<file path="config.mk">
export PLATFORM = sky130hd
export DESIGN_NAME = host_mcu_mailbox
export DESIGN_NICKNAME = d
export VERILOG_FILES = /design/src/rtl/mbx_pkg.sv /design/src/rtl/mbx_timeout.sv /design/src/rtl/mbx_regs.sv /design/src/rtl/mbx_decode.sv /design/src/rtl/host_mcu_mailbox.sv
export SDC_FILE = /design/constraint.sdc
export NUM_CORES = 1
export LEC_CHECK = 0
export BUFFER_PORTS_ARGS = -buffer_cell sky130_fd_sc_hd__buf_2
export CAP_MARGIN = 20
export CORE_ASPECT_RATIO = 0.6
export CORE_MARGIN = 2
export CORE_UTILIZATION = 50
export DETAILED_ROUTE_END_ITERATION = 12
export PLACE_DENSITY = 0.76
export SLEW_MARGIN = 15
export SYNTH_ARGS = -nofsm -noshare
export SYNTH_HDL_FRONTEND = slang
export SYNTH_SLANG_ARGS = --single-unit
</file>
<file path="constraint.sdc">
create_clock -name clk -period 1.66 [get_ports clk]
set_input_delay 0.249 -clock clk [delete_from_list [all_inputs] [get_ports clk]]
set_output_delay 0.249 -clock clk [all_outputs]
set_load 0.005 [all_outputs]
</file>
<file path="src/rtl/mbx_pkg.sv">
package mbx_pkg;
   typedef enum logic [1:0] {
      KIND_OTHER     = 2'd0,
      KIND_LEVEL     = 2'd1,
      KIND_PIPE      = 2'd2,
      KIND_BACKLIGHT = 2'd3
   } mbx_kind_e;

   localparam logic [7:0] OPC_LEVEL     = 8'h65;
   localparam logic [7:0] OPC_PIPE      = 8'h66;
   localparam logic [7:0] OPC_BACKLIGHT = 8'h67;

   localparam logic [1:0] ADR_CMD  = 2'd0;
   localparam logic [1:0] ADR_DATA = 2'd1;
   localparam logic [1:0] ADR_CTRL = 2'd2;

   localparam int CTL_DB  = 0;
   localparam int CTL_ERR = 1;
   localparam int CTL_UNK = 2;
   localparam int CTL_TMO = 3;

   localparam int CMD_W = 24;

   function automatic mbx_kind_e classify(input logic [7:0] opc);
      case (opc)
         OPC_LEVEL:     classify = KIND_LEVEL;
         OPC_PIPE:      classify = KIND_PIPE;
         OPC_BACKLIGHT: classify = KIND_BACKLIGHT;
         default:       classify = KIND_OTHER;
      endcase
   endfunction
endpackage

</file>
<file path="src/rtl/mbx_timeout.sv">
module mbx_timeout #(
   parameter int LIMIT = 80000
) (
   input  logic clk,
   input  logic rst_n,
   input  logic busy,
   output logic hit
);
   localparam int CNT_W = $clog2(LIMIT + 1);
   localparam logic [CNT_W-1:0] LAST = CNT_W'(LIMIT - 1);

   logic [CNT_W-1:0] cnt_q;

   always_ff @(posedge clk or negedge rst_n) begin
      if (!rst_n)
         cnt_q <= '0;
      else if (!busy)
         cnt_q <= '0;
      else if (cnt_q != LAST)
         cnt_q <= cnt_q + 1'b1;
   end

   assign hit = busy && (cnt_q == LAST);
endmodule

</file>
<file path="src/rtl/mbx_regs.sv">
module mbx_regs
   import mbx_pkg::*;
#(
   parameter int DATA_W = 32
) (
   input  logic              clk,
   input  logic              rst_n,
   input  logic              we,
   input  logic [1:0]        addr,
   input  logic [DATA_W-1:0] wdata,
   input  logic              done,
   input  logic              tmo_hit,
   output logic [DATA_W-1:0] rdata,
   output logic              db,
   output logic              strobe,
   output logic [CMD_W-1:0]  lat_cmd,
   output logic [DATA_W-1:0] lat_data
);
   logic [CMD_W-1:0]  cmd_q;
   logic [DATA_W-1:0] data_q;
   logic              err_q, unk_q, tmo_q;

   logic wr_ctrl, ring, dropped;
   logic [3:0] clr;

   assign wr_ctrl = we && (addr == ADR_CTRL);
   assign ring    = wr_ctrl && wdata[CTL_DB] && !db;
   assign dropped = we && db && (addr == ADR_CMD || addr == ADR_DATA);
   assign clr     = wr_ctrl ? wdata[3:0] : 4'b0;

   always_ff @(posedge clk or negedge rst_n) begin
      if (!rst_n) begin
         cmd_q    <= '0;
         data_q   <= '0;
         db       <= 1'b0;
         strobe   <= 1'b0;
         lat_cmd  <= '0;
         lat_data <= '0;
         err_q    <= 1'b0;
         unk_q    <= 1'b0;
         tmo_q    <= 1'b0;
      end else begin
         if (we && !db && addr == ADR_CMD)  cmd_q  <= wdata[CMD_W-1:0];
         if (we && !db && addr == ADR_DATA) data_q <= wdata;
         if (db) begin
            if (done) db <= 1'b0;
         end else if (ring) begin
            db <= 1'b1;
         end
         strobe <= ring;
         if (ring) begin
            lat_cmd  <= cmd_q;
            lat_data <= data_q;
         end
         err_q <= (err_q && !clr[CTL_ERR]) || dropped;
         unk_q <= (unk_q && !clr[CTL_UNK]) ||
                  (ring && classify(cmd_q[7:0]) == KIND_OTHER);
         tmo_q <= (tmo_q && !clr[CTL_TMO]) || tmo_hit;
      end
   end

   always_comb begin
      rdata = '0;
      case (addr)
         ADR_CMD:  rdata[CMD_W-1:0] = cmd_q;
         ADR_DATA: rdata = data_q;
         ADR_CTRL: rdata[3:0] = {tmo_q, unk_q, err_q, db};
         default:  rdata = '0;
      endcase
   end
endmodule

</file>
<file path="src/rtl/mbx_decode.sv">
module mbx_decode
   import mbx_pkg::*;
#(
   parameter int          DATA_W         = 32,
   parameter logic [7:0]  PIPE_OFF       = 8'hFF,
   parameter bit          ZERO_RAMP_IDX0 = 1'b1
) (
   input  logic [CMD_W-1:0]  lat_cmd,
   input  logic [DATA_W-1:0] lat_data,
   output mbx_kind_e         kind,
   output logic [7:0]        pipe,
   output logic [7:0]        level,
   output logic              imm_dis,
   output logic [DATA_W-1:0] data
);
   assign kind    = classify(lat_cmd[7:0]);
   assign pipe    = lat_cmd[15:8];
   assign level   = lat_cmd[23:16];
   assign imm_dis = (kind == KIND_PIPE) && (pipe == PIPE_OFF);

   generate
      if (ZERO_RAMP_IDX0) begin : g_ramp_gate
         assign data = (kind == KIND_BACKLIGHT && pipe == 8'd0) ? '0 : lat_data;
      end else begin : g_ramp_pass
         assign data = lat_data;
      end
   endgenerate
endmodule

</file>
<file path="src/rtl/host_mcu_mailbox.sv">
module host_mcu_mailbox
   import mbx_pkg::*;
#(
   parameter int         DATA_W         = 32,
   parameter int         TIMEOUT_CYCLES = 80000,
   parameter logic [7:0] PIPE_OFF       = 8'hFF,
   parameter bit         ZERO_RAMP_IDX0 = 1'b1
) (
   input  logic              clk,
   input  logic              rst_n,
   input  logic              host_we,
   input  logic [1:0]        host_addr,
   input  logic [DATA_W-1:0] host_wdata,
   output logic [DATA_W-1:0] host_rdata,
   input  logic              mcu_done,
   output logic              db_busy,
   output logic              cmd_valid,
   output logic [1:0]        cmd_kind,
   output logic [7:0]        cmd_pipe,
   output logic [7:0]        cmd_level,
   output logic              cmd_imm_disable,
   output logic [DATA_W-1:0] cmd_data
);
   generate
      if (DATA_W < CMD_W) begin : g_bad_width
         $error("DATA_W must hold the 24-bit command");
      end
      if (TIMEOUT_CYCLES < 2) begin : g_bad_limit
         $error("TIMEOUT_CYCLES must be at least 2");
      end
   endgenerate

   logic              tmo_hit;
   logic [CMD_W-1:0]  lat_cmd;
   logic [DATA_W-1:0] lat_data;
   mbx_kind_e         kind;

   mbx_regs #(.DATA_W(DATA_W)) regs_i (
      .clk      (clk),
      .rst_n    (rst_n),
      .we       (host_we),
      .addr     (host_addr),
      .wdata    (host_wdata),
      .done     (mcu_done),
      .tmo_hit  (tmo_hit),
      .rdata    (host_rdata),
      .db       (db_busy),
      .strobe   (cmd_valid),
      .lat_cmd  (lat_cmd),
      .lat_data (lat_data)
   );

   mbx_timeout #(.LIMIT(TIMEOUT_CYCLES)) tmo_i (
      .clk   (clk),
      .rst_n (rst_n),
      .busy  (db_busy),
      .hit   (tmo_hit)
   );

   mbx_decode #(
      .DATA_W         (DATA_W),
      .PIPE_OFF       (PIPE_OFF),
      .ZERO_RAMP_IDX0 (ZERO_RAMP_IDX0)
   ) dec_i (
      .lat_cmd  (lat_cmd),
      .lat_data (lat_data),
      .kind     (kind),
      .pipe     (cmd_pipe),
      .level    (cmd_level),
      .imm_dis  (cmd_imm_disable),
      .data     (cmd_data)
   );

   assign cmd_kind = kind;
endmodule

</file>
==> results.py, run 1 <==
metrics = {
    "worst_setup_path": {
        "ff2ff_path_depth": 6,
        "critPathMaxFanout": 14,
        "critPathArrivalTime_ns": 2.09,
        "rrSetupSlack_ns": -0.12,
        "rr_startpoint": "tmo_i.cnt_q[0]",
        "crit_path_start_kind": "flop",
        "required_ns": 1.41,
        "critPathKind": "flop to output port",
        "r2r-end": "tmo_i.cnt_q[1]",
        "cp-end-kind": "output port",
    },
    "floorplan": {
        "ios": 123,
        "core_area_um2": 12000,
        "die_width_um": 147,
        "die-area_um2": 13200,
        "core.rowCount": 31,
        "die_h_um": 89.9,
        "start_util_pct": 51.2,
    },
    "synthesis": {
        "synth_xor_area_share_pct": 1.57,
        "synth_cells": 488,
        "syn-cell-area_um2": 6150,
        "yosys_warnings": 0,
        "synth_cell_types": 40,
        "synth_compound_area_share_pct": 1.65,
        "synth-async-reset-ratio_pct": 100,
        "synth_most_common_cell": "dfrtp_1",
        "synth_top_area_cell": "dfrtp_1",
        "ys_ff_latch": 134,
        "yosys-top-cells-count": "dfrtp_1 (134), mux2_2 (111), nor2b_1 (33)",
        "syn_area_per_cell_um2": 12.6,
        "synth_ff_type": "dfrtp_1",
        "netlist.area_leader.share_pct": 54.5,
        "ys_seq_area_share_pct": 54.5,
        "syn_nets": 527,
        "synth_adder_area_share_pct": 0.203,
        "synth_edf_count": 0,
        "synthTopCellsByArea": "dfrtp_1 (54%), mux2_2 (20%), mux2i_1 (4.6%)",
        "yosys.area_share.simple_pct": 12.3,
        "synth_mux_area_share_pct": 25.1,
        "synth_top_family_by_area": "multiplexers",
    },
    "timing": {
        "fin_crit_ns": 2.34,
        "fin_crit_sh_pct": 141,
        "maxSlewViolCount": 0,
        "skew_ns": 0.00921,
        "fin_tns_setup_ns": -22.43,
        "max_freq_ghz": 0.428,
        "setup_ws_ns": -0.678,
        "slew_headroom_pct": 73.4,
        "setup_viol": 47,
        "tightest_slew_ns": 0.395,
        "grt_setup_unrepaired": "yes",
        "whs_ns": 0.0278,
        "hold_viol_final": 0,
    },
    "pwr": {
        "peakVddDrop_uv": 834,
        "p_leak_nw": 3.91,
        "power_density_nw_per_um2": 1360,
    },
    "detailed_routing": {
        "viasPerCell": 5.26,
        "routed_wl_mm": 15.5,
        "drc": 0,
        "num_vias": 4324,
        "drt_first_pass_iters": 4,
        "drt_iter0_drc": 216,
        "wl_per_cell_um": 18.8,
        "antenna_left": 0,
    },
    "finish": {
        "register_area_um2": 3350,
        "antenna_cells": 0,
        "n_fill_cell": 871,
        "multi_input_area_um2": 2710,
        "layout.nets": 683,
        "areaGrowthSynthToFinish_pct": 31.9,
        "final_cells": 822,
        "utilization_pct": 67.5,
        "drive_above_1_share_pct": 53.0,
    },
    "place": {
        "post-dp-hpwl_mm": 10.1,
        "place_congestion": 0.893,
        "io_buffers": 122,
        "dp_cells": 778,
    },
    "clock_tree": {
        "clk_pin_slew_ns": 0.05,
        "clk_path_buf_depth": 2,
        "cts_tree": "done",
        "cts_root_buf": "clkbuf_16",
        "cts_max_level": 4,
        "clock-sinks": 134,
        "cts_buffers": 17,
        "worstSkewPairLatency_ns": 0.41,
    },
    "global_routing": {
        "grt_max_degree": 50,
        "grt.busiest_layer": "met2",
        "grt_overflow": 0,
        "use_met2_pct": 35.9,
        "antenna_found_initial": 0,
        "grt_pass1_wl_mm": 23.7,
        "grtUsageMet3_pct": 4.82,
        "grtUsageMet1_pct": 32.8,
        "track_usage_pct": 22.8,
        "grt_pass1_vias": 4497,
    },
    "hold_path": {
        "holdPathEnd": "regs_i.db",
        "hold_class": "primary input to flop",
        "min-delay-start": "mcu_done",
        "hold_depth": 2,
    },
    "job": {
        "drv_cap": 0,
    },
    "status": {
        "status": "finished with violations",
        "violations": "setup timing",
    },
}
cells in the final DEF, fill, tap and decap left out, drive strengths merged:
cell type and n:
nor4bb 1, nor2 29, or3 3, dlygate4sd3 1, ha 1, nor4 5, a211oi 1, clkinvlp 2
xnor2 8, nor4b 1, bufinv 3, mux2 112, or4b 1, nor2b 33, o21ai 12, nand3 10
and2 10, nand4 7, clkbuf 22, xor2 3, and3 5, a21oi 5, inv 8, mux2i 28
nand2 17, buf 175, and4 1, a31o 1, nor3b 2, nand2b 2, nand4bb 1, dfrtp 134
and2b 2, nor3 5, clkinv 6
report_power, final:
| part | internal [mW] | switching, mW | leakage, nW |
|---|---|---|---|
| Sequential | 4.11 | 0.599 | 1.65 |
| Clock | 2.44 | 1.42 | 0.296 |
| Combinational | 1.53 | 0.944 | 1.96 |
kinds of logic (layout without fill, tap and decap cells):
kind of cell / after synthesis / in the layout
AO/OA/AOI/OAI: 19 / 19
XOR/XNOR: 11 / 11
adder cells (fa/ha/maj): 1 / 1
buffers and inverters: 48 / 217
flip-flops: 134 / 134
multiplexers: 140 / 140
AND/OR/NAND/NOR: 135 / 135
critical path: stages, from the launching register on:
cell	delay [ns]
dfrtp_1	0.38
or4b_4	0.55
nor3_4	0.13
and4_4	0.27
buf_12	0.16
nor2b_1	0.06
buf_2	0.13
layout make-up:
class	instances	area share, %
clock buffer	20	5.62
clock inverter	12	1.86
inverter	7	0.324
multi-input combinational	306	33.4
sequential	134	41.3
tap	165	2.54
timing repair buffer	178	14.9
registers in the layout, indices dropped and copies added, names as in the netlist:
name	flops
regs_i.lat_cmd	24
regs_i.tmo_q	1
regs_i.db	1
regs_i.cmd_q	24
tmo_i.cnt_q	17
regs_i.unk_q	1
regs_i.err_q	1
regs_i.lat_data	32
regs_i.data_q	32
regs_i.strobe	1
how the worst max path moves through the flow:
| stage | cells past startpoint | to | from | slack, ns |
|---|---|---|---|---|
| after global routing | 6 | cmd_data[9] | regs_i.lat_cmd[11] | -0.75 |
| final | 6 | cmd_data[9] | regs_i.lat_cmd[11] | -0.68 |
| after CTS | 6 | cmd_data[9] | regs_i.lat_cmd[11] | -0.68 |
| after detailed placement | 6 | cmd_data[3] | regs_i.lat_cmd[11] | -0.28 |
| after global placement | 6 | cmd_data[25] | regs_i.lat_cmd[11] | -0.21 |
| after floorplan | 5 | cmd_data[10] | regs_i.lat_cmd[11] | -0.04 |
per-layer routing:
metal | routed length, um | share of wire, % | vias to the layer above
li1 | - | - | 1998
met1 | 7380 | 48 | 2176
met2 | 7170 | 46 | 136
met3 | 823 | 5.3 | 14
met4 | 111 | 0.72 | 0
met5 | 0 | 0 | -
per-stage QoR:
step                      setup slack, ns  instance area [um^2]  power (mW)
after floorplan                   -0.0356                  6180        6.02
after global placement             -0.213                  7150        6.88
after detailed placement           -0.276                  7150        7.01
after CTS                          -0.679                  7840        11.0
after global routing               -0.745                  8120        11.6
final                              -0.678                  8120        11.0
repair_timing:
item / 4_1_cts / 5_1_grt
hold endpoints to repair: 25 / 0
setup endpoints to repair: 37 / 88
hold buffers: 1 / 0
gates resized for setup: 11 / 52
buffers inserted: 4 / 7
pin swaps: 7 / 6
cloned: 0 / 2
Note: power is estimated with default switching activity, not from simulation.
==> inputs of run 2 (changes only) <==
--- a/config.mk
+++ b/config.mk
@@ -7,11 +7,14 @@
 export LEC_CHECK = 0
 export BUFFER_PORTS_ARGS = -buffer_cell sky130_fd_sc_hd__buf_2
 export CAP_MARGIN = 20
+export CELL_PAD_IN_SITES_DETAIL_PLACEMENT = 1
+export CELL_PAD_IN_SITES_GLOBAL_PLACEMENT = 1
 export CORE_ASPECT_RATIO = 0.6
 export CORE_MARGIN = 2
-export CORE_UTILIZATION = 50
+export CORE_UTILIZATION = 40
 export DETAILED_ROUTE_END_ITERATION = 12
-export PLACE_DENSITY = 0.76
+export HOLD_SLACK_MARGIN = 0.02
+export PLACE_DENSITY_LB_ADDON = 0.1
 export SLEW_MARGIN = 15
 export SYNTH_ARGS = -nofsm -noshare
 export SYNTH_HDL_FRONTEND = slang
==> results.py, run 2 (synthesis results as in run 1) <==
metrics = {
    "worst_setup_path": {
        "r2r-end": "tmo_i.cnt_q[15]",
        "crit_family": "simple AND/OR/NAND/NOR gates",
        "required_ns": 1.41,
        "path_buf_inv": 2,
        "max_stage_delay_ns": 0.55,
        "cp-end-kind": "output port",
        "rrSetupSlack_ns": -0.03,
        "rr_startpoint": "tmo_i.cnt_q[0]",
        "crit_slowest_cell": "or4b_4",
        "crit_chain": "or4b_4 > nor3_2 > and4_4 > buf_12 > nor2b_1 > buf_2",
        "critPathMaxFanout": 15,
        "worstSetupPathDepth": 6,
        "critPathArrivalTime_ns": 2.11,
        "critPathKind": "flop to output port",
        "crit_path_start_kind": "flop",
        "critPathLaunch": "regs_i.lat_cmd[11]",
        "ff2ff_path_depth": 6,
        "critPathCapture": "cmd_data[17]",
    },
    "clock_tree": {
        "clk_path_buf_depth": 2,
        "cts_max_level": 4,
        "cts_tree": "done",
        "worstSkewPairLatency_ns": 0.40,
        "clk_pin_slew_ns": 0.05,
        "cts_buffers": 17,
        "clock-sinks": 134,
        "cts_root_buf": "clkbuf_16",
    },
    "floorplan": {
        "die-area_um2": 16400,
        "core.rowCount": 35,
        "core_area_um2": 15200,
        "die_h_um": 100,
        "die_width_um": 164,
        "start_util_pct": 40.5,
        "ios": 123,
    },
    "detailed_routing": {
        "routed_wl_mm": 16.3,
        "drt_iter0_drc": 140,
        "num_vias": 4296,
        "drc": 0,
        "wl_per_cell_um": 18.8,
        "drt_first_pass_iters": 4,
        "viasPerCell": 4.98,
        "antenna_left": 0,
    },
    "finish": {
        "utilization_pct": 53.7,
        "layout_common_cells": "dfrtp_1 (134), buf_2 (120), mux2_2 (88)",
        "final_area_um2": 8170,
        "drive_above_1_share_pct": 53.6,
        "reg_top3": "regs_i.data_q x32, regs_i.lat_data x32",
        "final_cells": 863,
        "final_common_cell": "dfrtp_1",
        "areaGrowthSynthToFinish_pct": 32.7,
        "antenna_cells": 0,
        "layout.nets": 687,
    },
    "global_routing": {
        "antenna_found_initial": 0,
        "grt_pass1_wl_mm": 24.7,
        "grt_pass1_vias": 4588,
        "grt_overflow": 0,
        "track_usage_pct": 19.6,
        "grt_max_degree": 45,
    },
    "timing": {
        "fin_tns_setup_ns": -22.58,
        "hold_viol_final": 0,
        "setup_viol": 36,
        "slew_headroom_pct": 77.2,
        "grt_setup_unrepaired": "yes",
        "skew_ns": 0.00956,
        "fin_crit_sh_pct": 142,
        "setup_ws_ns": -0.698,
        "maxSlewViolCount": 0,
        "max_freq_ghz": 0.424,
        "tightest_slew_ns": 0.339,
        "fin_crit_ns": 2.36,
        "whs_ns": 0.0526,
    },
    "pwr": {
        "p_total_mw": 10.9,
        "power_density_nw_per_um2": 1330,
        "peakVddDrop_uv": 559,
        "p_leak_nw": 3.93,
    },
    "place": {
        "place_congestion": 0.812,
        "dp_slack_ns": -0.248,
        "place_area_um2": 7200,
        "dp_cells": 818,
        "post-dp-hpwl_mm": 11.4,
        "io_buffers": 122,
    },
    "job": {
        "drv_cap": 0,
    },
    "status": {
        "violations": "setup timing",
        "status": "finished with violations",
    },
    "hold_path": {
        "hold_class": "primary input to flop",
    },
}
-- run 2: report_power, final --
group | total (mW) | switching, mW | internal [mW]
Combinational | 2.48 | 0.960 | 1.52
Clock | 3.74 | 1.40 | 2.35
Sequential | 4.66 | 0.550 | 4.11
-- run 2: repair_timing --
action / in CTS / in global routing
hold buffers: 1 / 0
buffers inserted: 1 / 10
cloned: 0 / 2
endpoints found under the setup margin: 38 / 91
resized for setup: 7 / 59
pin swaps: 5 / 3
endpoints found under the hold margin: 29 / 0
-- run 2: worst min-delay path by stage --
| stage | startpoint | to | depth (start not counted) |
|---|---|---|---|
| finish | mcu_done | regs_i.db | 2 |
| global route | mcu_done | regs_i.db | 2 |
| CTS | mcu_done | regs_i.db | 2 |
| floorplan | rst_n | regs_i.cmd_q[0] | 0 |
| detailed placement | rst_n | tmo_i.cnt_q[3] | 1 |
| global placement | rst_n | tmo_i.cnt_q[3] | 1 |
-- run 2: per-layer routing --
metal	vias up	global-route usage, %	part of all wire, %	routed length (um)
met2	87	30.6	45	7270
met5	-	0	0	0
li1	1993	-	-	-
met1	2211	28.4	51	8290
met4	0	4.18	0.40	65
met3	5	4.17	3.9	639
-- run 2: area by class of cell --
type                       instances  area, um^2
sequential                       134        3350
multi-input combinational        306        2710
inverter                           7        26.3
clock inverter                    13         159
fill                            1565        7030
tap                              203         254
clock buffer                      18         429
timing repair buffer             182        1230
